## src/rtl/gpio_pwm_pkg.sv

```systemverilog
// Shared definitions for the port controller: write-select codes and
// default thresholds of the PWM generator.
package gpio_pwm_pkg;
    typedef enum logic [2:0] {
        SEL_DIR   = 3'd0,
        SEL_LINK  = 3'd1,
        SEL_PWMEN = 3'd2,
        SEL_POL   = 3'd3,
        SEL_USER  = 3'd4,
        SEL_LEVEL = 3'd5
    } cfg_sel_e;

    localparam int DEF_SAT_LO    = 10;
    localparam int DEF_SAT_HI    = 250;
    localparam int DEF_LEVEL_RST = 128;
endpackage

```

## src/rtl/gpio_cfg_regs.sv

```systemverilog
// Holds the per-line configuration masks and the shared PWM level.
// Assumes LINES <= DATA_W and LEVEL_W <= DATA_W. The strap is sampled
// only while reset is applied.
module gpio_cfg_regs
    import gpio_pwm_pkg::*;
#(
    parameter int LINES     = 7,
    parameter int NUM_KEYS  = 6,
    parameter int LEVEL_W   = 8,
    parameter int DATA_W    = 8,
    parameter int LEVEL_RST = DEF_LEVEL_RST
) (
    input  logic               clk,
    input  logic               rst_n,
    input  logic               standalone_i,
    input  logic               we_i,
    input  logic [2:0]         sel_i,
    input  logic [DATA_W-1:0]  data_i,
    output logic [LINES-1:0]   dir_o,
    output logic [LINES-1:0]   link_o,
    output logic [LINES-1:0]   pwmen_o,
    output logic [LINES-1:0]   pol_o,
    output logic [LINES-1:0]   user_o,
    output logic [LEVEL_W-1:0] level_o
);
    localparam logic [LINES-1:0]   ALL_OUT  = {LINES{1'b1}};
    localparam logic [LINES-1:0]   LINK_RST = LINES'((1 << NUM_KEYS) - 1);
    localparam logic [LEVEL_W-1:0] LVL_RST  = LEVEL_W'(LEVEL_RST);

    logic [LINES-1:0] wmask;
    assign wmask = data_i[LINES-1:0];

    // Reset defaults, strap-selected direction, and select-decoded writes.
    always_ff @(posedge clk) begin
        if (!rst_n) begin
            dir_o   <= standalone_i ? ALL_OUT : '0;
            link_o  <= LINK_RST;
            pwmen_o <= '0;
            pol_o   <= '0;
            user_o  <= '0;
            level_o <= LVL_RST;
        end else if (we_i) begin
            case (cfg_sel_e'(sel_i))
                SEL_DIR:   dir_o   <= wmask;
                SEL_LINK:  link_o  <= wmask;
                SEL_PWMEN: pwmen_o <= wmask;
                SEL_POL:   pol_o   <= wmask;
                SEL_USER:  user_o  <= wmask;
                SEL_LEVEL: level_o <= data_i[LEVEL_W-1:0];
                default:   ;
            endcase
        end
    end
endmodule

```

## src/rtl/gpio_pwm_gen.sv

```systemverilog
// Free-running counter and a shared duty-cycle comparator with a flat
// band at each end of the level range. Assumes SAT_LO < SAT_HI.
module gpio_pwm_gen
    import gpio_pwm_pkg::*;
#(
    parameter int LEVEL_W = 8,
    parameter int SAT_LO  = DEF_SAT_LO,
    parameter int SAT_HI  = DEF_SAT_HI
) (
    input  logic               clk,
    input  logic               rst_n,
    input  logic [LEVEL_W-1:0] level_i,
    output logic [LEVEL_W-1:0] cnt_o,
    output logic               wave_o
);
    localparam logic [LEVEL_W-1:0] LO_MAX = LEVEL_W'(SAT_LO);
    localparam logic [LEVEL_W-1:0] HI_MIN = LEVEL_W'(SAT_HI);

    logic [LEVEL_W-1:0] cnt_q;

    // Counter advances every clock and wraps at the top of its range.
    always_ff @(posedge clk) begin
        if (!rst_n) cnt_q <= '0;
        else        cnt_q <= cnt_q + 1'b1;
    end

    // Saturation bands take precedence over the linear comparison.
    always_comb begin
        if (level_i <= LO_MAX)      wave_o = 1'b0;
        else if (level_i >= HI_MIN) wave_o = 1'b1;
        else                        wave_o = (cnt_q < level_i);
    end

    assign cnt_o = cnt_q;
endmodule

```

## src/rtl/gpio_pin_mux.sv

```systemverilog
// Per-line resolution of the drive value, in this order: direction,
// then the source choice (key or user bit), then PWM or static, then
// polarity. Purely combinational. Lines at or above NUM_KEYS have no
// key and see it as untouched.
module gpio_pin_mux #(
    parameter int LINES    = 7,
    parameter int NUM_KEYS = 6
) (
    input  logic [LINES-1:0]    dir_i,
    input  logic [LINES-1:0]    link_i,
    input  logic [LINES-1:0]    pwmen_i,
    input  logic [LINES-1:0]    pol_i,
    input  logic [LINES-1:0]    user_i,
    input  logic [NUM_KEYS-1:0] key_i,
    input  logic                wave_i,
    output logic [LINES-1:0]    out_o,
    output logic [LINES-1:0]    oe_o
);
    for (genvar n = 0; n < LINES; n++) begin : g_line
        logic key_n;
        logic src;

        if (n < NUM_KEYS) begin : g_key
            assign key_n = key_i[n];
        end else begin : g_nokey
            assign key_n = 1'b0;
        end

        // The link bit picks the key state or the user bit as source.
        assign src = link_i[n] ? key_n : user_i[n];

        // Turn direction, PWM enable and polarity into the line drive.
        always_comb begin
            oe_o[n] = dir_i[n];
            if (!dir_i[n])      out_o[n] = 1'b0;
            else if (!src)      out_o[n] = ~pol_i[n];
            else if (pwmen_i[n]) out_o[n] = pol_i[n] ? wave_i : ~wave_i;
            else                out_o[n] = pol_i[n];
        end
    end
endmodule

```

## src/rtl/gpio_in_sampler.sv

```systemverilog
// Two-stage synchronizer for the line levels, a status byte masked by
// direction, and change detection against the previous synced value.
// Assumes STATUS_W > LINES so that the top status bits read zero.
module gpio_in_sampler #(
    parameter int LINES    = 7,
    parameter int STATUS_W = 8
) (
    input  logic                clk,
    input  logic                rst_n,
    input  logic [LINES-1:0]    pin_i,
    input  logic [LINES-1:0]    dir_i,
    output logic [STATUS_W-1:0] status_o,
    output logic                change_o
);
    logic [LINES-1:0] meta_q;
    logic [LINES-1:0] sync_q;
    logic [LINES-1:0] last_q;

    // Synchronizer chain, plus one more stage for the previous value.
    always_ff @(posedge clk) begin
        if (!rst_n) begin
            meta_q <= '0;
            sync_q <= '0;
            last_q <= '0;
        end else begin
            meta_q <= pin_i;
            sync_q <= meta_q;
            last_q <= sync_q;
        end
    end

    assign status_o = STATUS_W'(sync_q & ~dir_i);
    assign change_o = |((sync_q ^ last_q) & ~dir_i);
endmodule

```

## src/rtl/gpio_pwm_port.sv

```systemverilog
// Top of the seven-line port controller. Connects the configuration
// words, the shared PWM generator, the per-line drive mux and the input
// sampler. Pad drivers and the register bus sit outside this block.
module gpio_pwm_port
    import gpio_pwm_pkg::*;
#(
    parameter int LINES     = 7,
    parameter int NUM_KEYS  = 6,
    parameter int LEVEL_W   = 8,
    parameter int DATA_W    = 8,
    parameter int STATUS_W  = 8,
    parameter int SAT_LO    = DEF_SAT_LO,
    parameter int SAT_HI    = DEF_SAT_HI,
    parameter int LEVEL_RST = DEF_LEVEL_RST
) (
    input  logic                clk,
    input  logic                rst_n,
    input  logic                standalone_i,
    input  logic                cfg_we_i,
    input  logic [2:0]          cfg_sel_i,
    input  logic [DATA_W-1:0]   cfg_data_i,
    input  logic [NUM_KEYS-1:0] key_det_i,
    input  logic [LINES-1:0]    pin_in_i,
    output logic [LINES-1:0]    pin_out_o,
    output logic [LINES-1:0]    pin_oe_o,
    output logic [STATUS_W-1:0] in_status_o,
    output logic                in_change_o
);
    logic [LINES-1:0]   dir_q;
    logic [LINES-1:0]   link_q;
    logic [LINES-1:0]   pwmen_q;
    logic [LINES-1:0]   pol_q;
    logic [LINES-1:0]   user_q;
    logic [LEVEL_W-1:0] level_q;
    logic [LEVEL_W-1:0] pwm_cnt;
    logic               pwm_wave;

    gpio_cfg_regs #(
        .LINES(LINES), .NUM_KEYS(NUM_KEYS), .LEVEL_W(LEVEL_W),
        .DATA_W(DATA_W), .LEVEL_RST(LEVEL_RST)
    ) u_cfg (
        .clk(clk), .rst_n(rst_n), .standalone_i(standalone_i),
        .we_i(cfg_we_i), .sel_i(cfg_sel_i), .data_i(cfg_data_i),
        .dir_o(dir_q), .link_o(link_q), .pwmen_o(pwmen_q),
        .pol_o(pol_q), .user_o(user_q), .level_o(level_q)
    );

    gpio_pwm_gen #(
        .LEVEL_W(LEVEL_W), .SAT_LO(SAT_LO), .SAT_HI(SAT_HI)
    ) u_pwm (
        .clk(clk), .rst_n(rst_n), .level_i(level_q),
        .cnt_o(pwm_cnt), .wave_o(pwm_wave)
    );

    gpio_pin_mux #(
        .LINES(LINES), .NUM_KEYS(NUM_KEYS)
    ) u_mux (
        .dir_i(dir_q), .link_i(link_q), .pwmen_i(pwmen_q), .pol_i(pol_q),
        .user_i(user_q), .key_i(key_det_i), .wave_i(pwm_wave),
        .out_o(pin_out_o), .oe_o(pin_oe_o)
    );

    gpio_in_sampler #(
        .LINES(LINES), .STATUS_W(STATUS_W)
    ) u_smp (
        .clk(clk), .rst_n(rst_n), .pin_i(pin_in_i), .dir_i(dir_q),
        .status_o(in_status_o), .change_o(in_change_o)
    );
endmodule

```

## config.mk

```make
export PLATFORM = sky130hd
export DESIGN_NAME = gpio_pwm_port
export DESIGN_NICKNAME = d
export VERILOG_FILES = /design/src/rtl/gpio_pwm_pkg.sv /design/src/rtl/gpio_cfg_regs.sv /design/src/rtl/gpio_pwm_gen.sv /design/src/rtl/gpio_pin_mux.sv /design/src/rtl/gpio_in_sampler.sv /design/src/rtl/gpio_pwm_port.sv
export SDC_FILE = /design/constraint.sdc
export NUM_CORES = 1
export LEC_CHECK = 0
export CAP_MARGIN = 0
export CORE_UTILIZATION = 53
export CTS_CLUSTER_SIZE = 40
export DETAILED_ROUTE_END_ITERATION = 6
export GPL_TIMING_DRIVEN = 1
export PLACE_DENSITY = 0.82
export RECOVER_POWER = 100
export SLEW_MARGIN = 20
export SYNTH_ARGS = -nofsm -noshare
export SYNTH_HDL_FRONTEND = slang
export SYNTH_SLANG_ARGS = --single-unit
```

## constraint.sdc

```tcl
create_clock -name clk -period 3.4 [get_ports clk]
set_clock_uncertainty 0.05 [all_clocks]
set_input_delay 1.02 -clock clk [delete_from_list [all_inputs] [get_ports clk]]
set_output_delay 1.02 -clock clk [all_outputs]
set_load 0.01 [all_outputs]
```

-- After elaboration in Yosys (flattened, before gate mapping)
Index checks and enable logic that the tools add are counted.
- $add $sub $neg: 1
- multipliers: 0
- divide/modulo/power cells: 0
- order comparisons: 3
- equal/unequal tests: 7
- shift-type cells: 0
- multiplexer cells: 41
- bitwise operators: 13
- reductions and logical operators: 8
- operator list (cell ; count):
    $mux W1 ; 37
    $mux W7 ; 4
    $reduce_and A2 Y1 ; 6
    $add A8 B1 Y8 const B ; 1
    $and A7 B8 Y8 ; 1
    $ge A8 B8 Y1 const B ; 1
    $le A8 B4 Y1 const B ; 1
    $lt A8 B8 Y1 ; 1
    $not A1 Y1 ; 8
    $not A7 Y8 ; 1
    $and A7 B7 Y7 ; 1
    $not A7 Y7 ; 1
    $reduce_or A7 Y1 ; 1
    $xor A7 B7 Y7 ; 1
    $eq A3 B2 Y1 const B ; 2
    $eq A3 B3 Y1 const B ; 2
    $ne A2 B1 Y1 const B ; 2
    $eq A3 B1 Y1 const B ; 1
    $logic_not A3 Y1 ; 1
- register bits after elaboration: 72
- latch bits: 0
- memory bits (writable): 0
- memory bits (read-only): 0
- logic and storage cells: 83
- memories: 0

-- Logic depth before layout (Yosys ltp)
- depth after elaboration: 8
- gate-level depth with buffers: 7
- depth with buffers taken out: 7

-- By module
Synthesis repeated with hierarchy kept, for this count alone.
- cell total of the unflattened synthesis: 319
- area, all modules: 3191.8 um^2
- by module, submodules not included (module ; times used ; cells each ; area each (um^2) ; seq. area each (um^2)):
    gpio_cfg_regs ; 1 ; 155 ; 1679.1 ; 930.9
    gpio_in_sampler ; 1 ; 65 ; 705.7 ; 420.4
    gpio_pwm_gen ; 1 ; 57 ; 519.2 ; 160.2
    gpio_pin_mux ; 1 ; 42 ; 287.8 ; 0.0

-- Worst setup path before layout
Ideal clock, no wire load.
- kind: reg-to-output
- from: register u_cfg.level_o[3]
- to: output port pin_out_o[6]
- arrival: 1.804 ns
- required time: 2.330 ns
- setup slack: 0.526 ns
- cell stages (with the launch flop): 8
- buffers on the path: 0
- cells stage by stage: dfxtp_1 inv_2 ha_1 a211oi_1 o21a_1 o211ai_1 a311oi_2 mux2i_1
- word-level cells in the longest chain between the ends: 8
- elaborated cells on any way between the ends: 10
- classes of those cells: 3 x order compare; 6 x mux; 1 x bitwise
- ends and longest elaborated chain (what ; RTL line ; RTL):
    start, declared ; gpio_cfg_regs.sv:24 ; output logic [LEVEL_W-1:0] level_o
    start signal, assigned ; gpio_cfg_regs.sv:49 ; SEL_LEVEL: level_o <= data_i[LEVEL_W-1:0];
    $lt A8 B8 Y1 or $ge A8 B8 Y1 (tied branches) ; gpio_pwm_gen.sv:31, gpio_pwm_gen.sv:30 ;
    $mux W1 ; gpio_pwm_gen.sv:30 ; else if (level_i >= HI_MIN) wave_o = 1'b1;
    $mux W1 * ; gpio_pwm_gen.sv:29 ; if (level_i <= LO_MAX) wave_o = 1'b0;
    $not A1 Y1 ; gpio_pin_mux.sv:37 ; else if (pwmen_i[n]) out_o[n] = pol_i[n] ? wave_i : ~wave_i;
    $mux W1 * (2 in a row) ; gpio_pin_mux.sv:37 ;
    $mux W1 * ; gpio_pin_mux.sv:36 ; else if (!src) out_o[n] = ~pol_i[n];
    $mux W1 * ; gpio_pin_mux.sv:35 ; if (!dir_i[n]) out_o[n] = 1'b0;
    end, declared ; gpio_pwm_port.sv:24 ; output logic [LINES-1:0] pin_out_o,
Mark *: on every way between the ends. The rest lies on a longest branch, timed or not.

-- Worst setup path after layout
- from: register u_pwm.cnt_q[1] (netlist: u_pwm.cnt_o[1])
- to: output port pin_out_o[6]
- word-level cells in the longest chain between the ends: 8
- ends and longest elaborated chain (what ; RTL line ; RTL):
    start, declared ; gpio_pwm_gen.sv:19 ; logic [LEVEL_W-1:0] cnt_q;
    start signal, assigned ; gpio_pwm_gen.sv:24 ; else cnt_q <= cnt_q + 1'b1;
    $lt A8 B8 Y1 * ; gpio_pwm_gen.sv:31 ; else wave_o = (cnt_q < level_i);
    $mux W1 * ; gpio_pwm_gen.sv:30 ;
    $mux W1 * ; gpio_pwm_gen.sv:29 ;
    $not A1 Y1 ; gpio_pin_mux.sv:37 ;
    $mux W1 * (2 in a row) ; gpio_pin_mux.sv:37 ;
    $mux W1 * ; gpio_pin_mux.sv:36 ;
    $mux W1 * ; gpio_pin_mux.sv:35 ;
Marked as above.

==> run_results.csv <==
group,metric,value,unit
floorplan,dieArea,6220,µm²
clock_tree,numCtsBuffers,9,
synth,synthFlopType,"dfxtp_1",
timing,slew_headroom,0.0278,%
timing,period_needed,3.32,ns
drt,drt_iter0_drc,106,
timing,hold_viol,0,
timing,fin_crit_sh,97.7,%
finish,layout_common_cells,"57 x dfxtp_1, 51 x nand2_1, 34 x mux2i_1, 29 x nor2b_1, 25 x clkdlybuf4s50_1",
critical_path,setup.worst_path.start,"u_pwm.cnt_o[1]",
grt,grt_overflow,0,
timing,slew_viol_final,0,
synth,avgSynthCellArea,9.73,µm²
run_status,status,"finished, violations left",
finish,nets,419,
drt,drc,0,
power,leakagePower,1.64,nW
critical_path,worst_ep_arrival_time,2.25,ns
floorplan,die_y,78.9,µm
clock_tree,htree_levels,3,
timing,fmax,0.301,GHz
placement,placedInstanceArea,3750,µm²
synth,synth-seq-cells,72,
timing,tightest_slew,1.50,ns
grt,antenna_found_initial,0,
placement,portBuffers,49,
critical_path,path_class,"reg -> out",
placement,hpwl,4620,µm
clock_tree,path_clk_slew,0.08,ns
critical_path,cp-endpoint,"pin_out_o[6]",
critical_path,cp_max_fo,7,
run_status,violations,"max-capacitance violations",
synth,yosysSeqAreaShare,48.2,%
grt,grt_max_degree,42,
clock_tree,clockRootBuffer,"clkbuf_8",
synth,synth.distinct_cells,41,
min_path,hp-class,"reg -> reg",
synth,synth_warnings,0,
timing,rsz0062_at_grt,"true",
finish,post_layout_nonfiller_instances,460,
clock_tree,cts_sinks,72,
critical_path,crit-reg2reg-capture,"u_pwm.cnt_o[4]",
placement,globalplace.congestion,0.780,
timing,setup_viol,0,
placement,dp_slack,-0.205,ns
synth,async_flop_share,0,%
grt,grtUsageTotal,23.7,%
grt,first_global_vias,2446,
critical_path,setup.worst_path.start_class,"register",
finish,antennaDiodeCount,0,
finish,fin_area,4070,µm²
critical_path,worst_setup_path_end_kind,"primary output",
floorplan,io_pins,51,
drt,firstDrtPassIters,4,
clock_tree,clkLatencyLatePin,0.34,ns
clock_tree,clk_path_buf_depth,2,
floorplan,core,5610,µm²
synth,synth-edff-count,7,
placement,dp.cells,443,
synth,syn_nets,358,
drt,wl_per_cell,14.8,µm
grt,grt_pass1_wl,11200,µm
drt,drt-total-wl,6820,µm
critical_path,r2r_cells,5,
synth,syn_area,3130,µm²
power,vdd_drop_max,289,µV
floorplan,fp.dieW,78.9,µm
drt,vias,2420,
critical_path,rr_startpoint,"u_pwm.cnt_o[1]",
synth,netlist_instances,322,
floorplan,row_count,27,
floorplan,start_util,55.9,%
power,power_density,440,nW/µm²
drt,via_per_inst,5.26,
critical_path,required,2.33,ns
drt,ant_nets,0,
timing,timing.final.ws_setup,0.0793,ns
run,cap_violations,1,
finish,syn_to_final_growth,30.0,%
finish,drive_above_1_share,16.5,%
critical_path,worst-r2r-setup-slack,2.10,ns
finish,final_common_cell,"dfxtp_1",
clock_tree,cts_tree,"yes",
[cell families after synthesis]
group,share of synthesized area [%]
compound gates,6.87
xor+xnor,3.63
buf+inv,3.04
mux,10.9
fa+ha+maj,3.20
flops,48.2
other cells,0.120
simple gates,24.0
[per-layer routing]
layer  vias to the layer above  wire (µm)  GRT usage [%]
met1                      1151       3070           28.0
met3                        10        294           5.17
li1                       1197          -              -
met2                        62       3340           41.2
met4                         0        112           10.4
met5                         -          0              0
[registers in the layout, indices dropped and copies added (netlist names)]
register / flops
u_cfg.level_o: 8
u_pwm.cnt_o: 8
u_cfg.dir_o: 7
u_cfg.link_o: 7
u_cfg.pol_o: 7
u_cfg.pwmen_o: 7
u_cfg.user_o: 7
u_smp.last_q: 7
u_smp.meta_q: 7
u_smp.sync_q: 7
[worst min path at each step]
stage | start | end | slack, ns | depth (start not counted)
2_1_floorplan | u_smp.meta_q[0] | u_smp.sync_q[0] | 0.36 | 1
3_3_place_gp | u_smp.meta_q[3] | u_smp.sync_q[3] | 0.36 | 1
3_5_place_dp | u_smp.meta_q[3] | u_smp.sync_q[3] | 0.37 | 1
4_1_cts | u_smp.meta_q[3] | u_smp.sync_q[3] | 0.39 | 1
5_1_grt | u_smp.meta_q[6] | u_smp.sync_q[6] | 0.42 | 1
6_report | u_smp.meta_q[1] | u_smp.sync_q[1] | 0.39 | 1
[cell type report]
cell class	count	area [µm²]
Clock buffer	10	149
Clock inverter	6	48.8
Fill cell	426	1540
Inverter	8	30.0
Multi-Input combinational cell	228	1670
Sequential cell	72	1520
Tap cell	72	90.1
Timing Repair Buffer	64	564
[critical path, stage by stage, from the launching register on]
cell,delay [ns]
dfxtp_1,0.41
ha_4,0.22
o211ai_1,0.16
o21a_1,0.15
o211ai_1,0.13
buf_6,0.19
a311oi_2,0.29
mux2i_1,0.21
buf_2,0.14
[Yosys cell counts (4+ instances only)]
master	instances	share of area (%)
nor2b_1	29	5.8
edfxtp_1	7	6.7
mux2i_1	34	11
nand2b_1	10	2.0
clkbuf_1	11	1.3
a21boi_0	8	1.9
dfxtp_1	65	42
o211ai_1	4	0.96
inv_1	6	0.72
xnor2_1	11	3.1
ha_1	8	3.2
nand3_1	10	1.6
and2_1	28	5.6
nand2_1	51	6.1
a31oi_1	6	1.2
[through the flow]
stage | power [W] | TNS [ns] | hold slack [ns] | util [%]
detailed placement | 0.00115 | -1.20 | 0.372 | 66.9
floorplan | 0.00103 | 0 | 0.362 | -
CTS | 0.00181 | -0.0184 | 0.391 | 71.3
global placement | 0.00115 | -0.978 | 0.363 | 66.9
global route | 0.00186 | -0.0260 | 0.420 | 72.6
finish | 0.00179 | 0 | 0.392 | 72.6
[report_power, final]
part           switching (W)  internal [W]
Sequential         0.0000298      0.000891
Combinational      0.0000985      0.000114
Clock               0.000341      0.000317
Total               0.000470       0.00132
[repair_timing]
item,CTS,global route
resized for setup,41,16
setup endpoints to repair,7,7
hold buffers,0,0
pin swaps,1,10
cloned,0,0
buffers inserted,0,1
(Power assumes the default switching activity.)
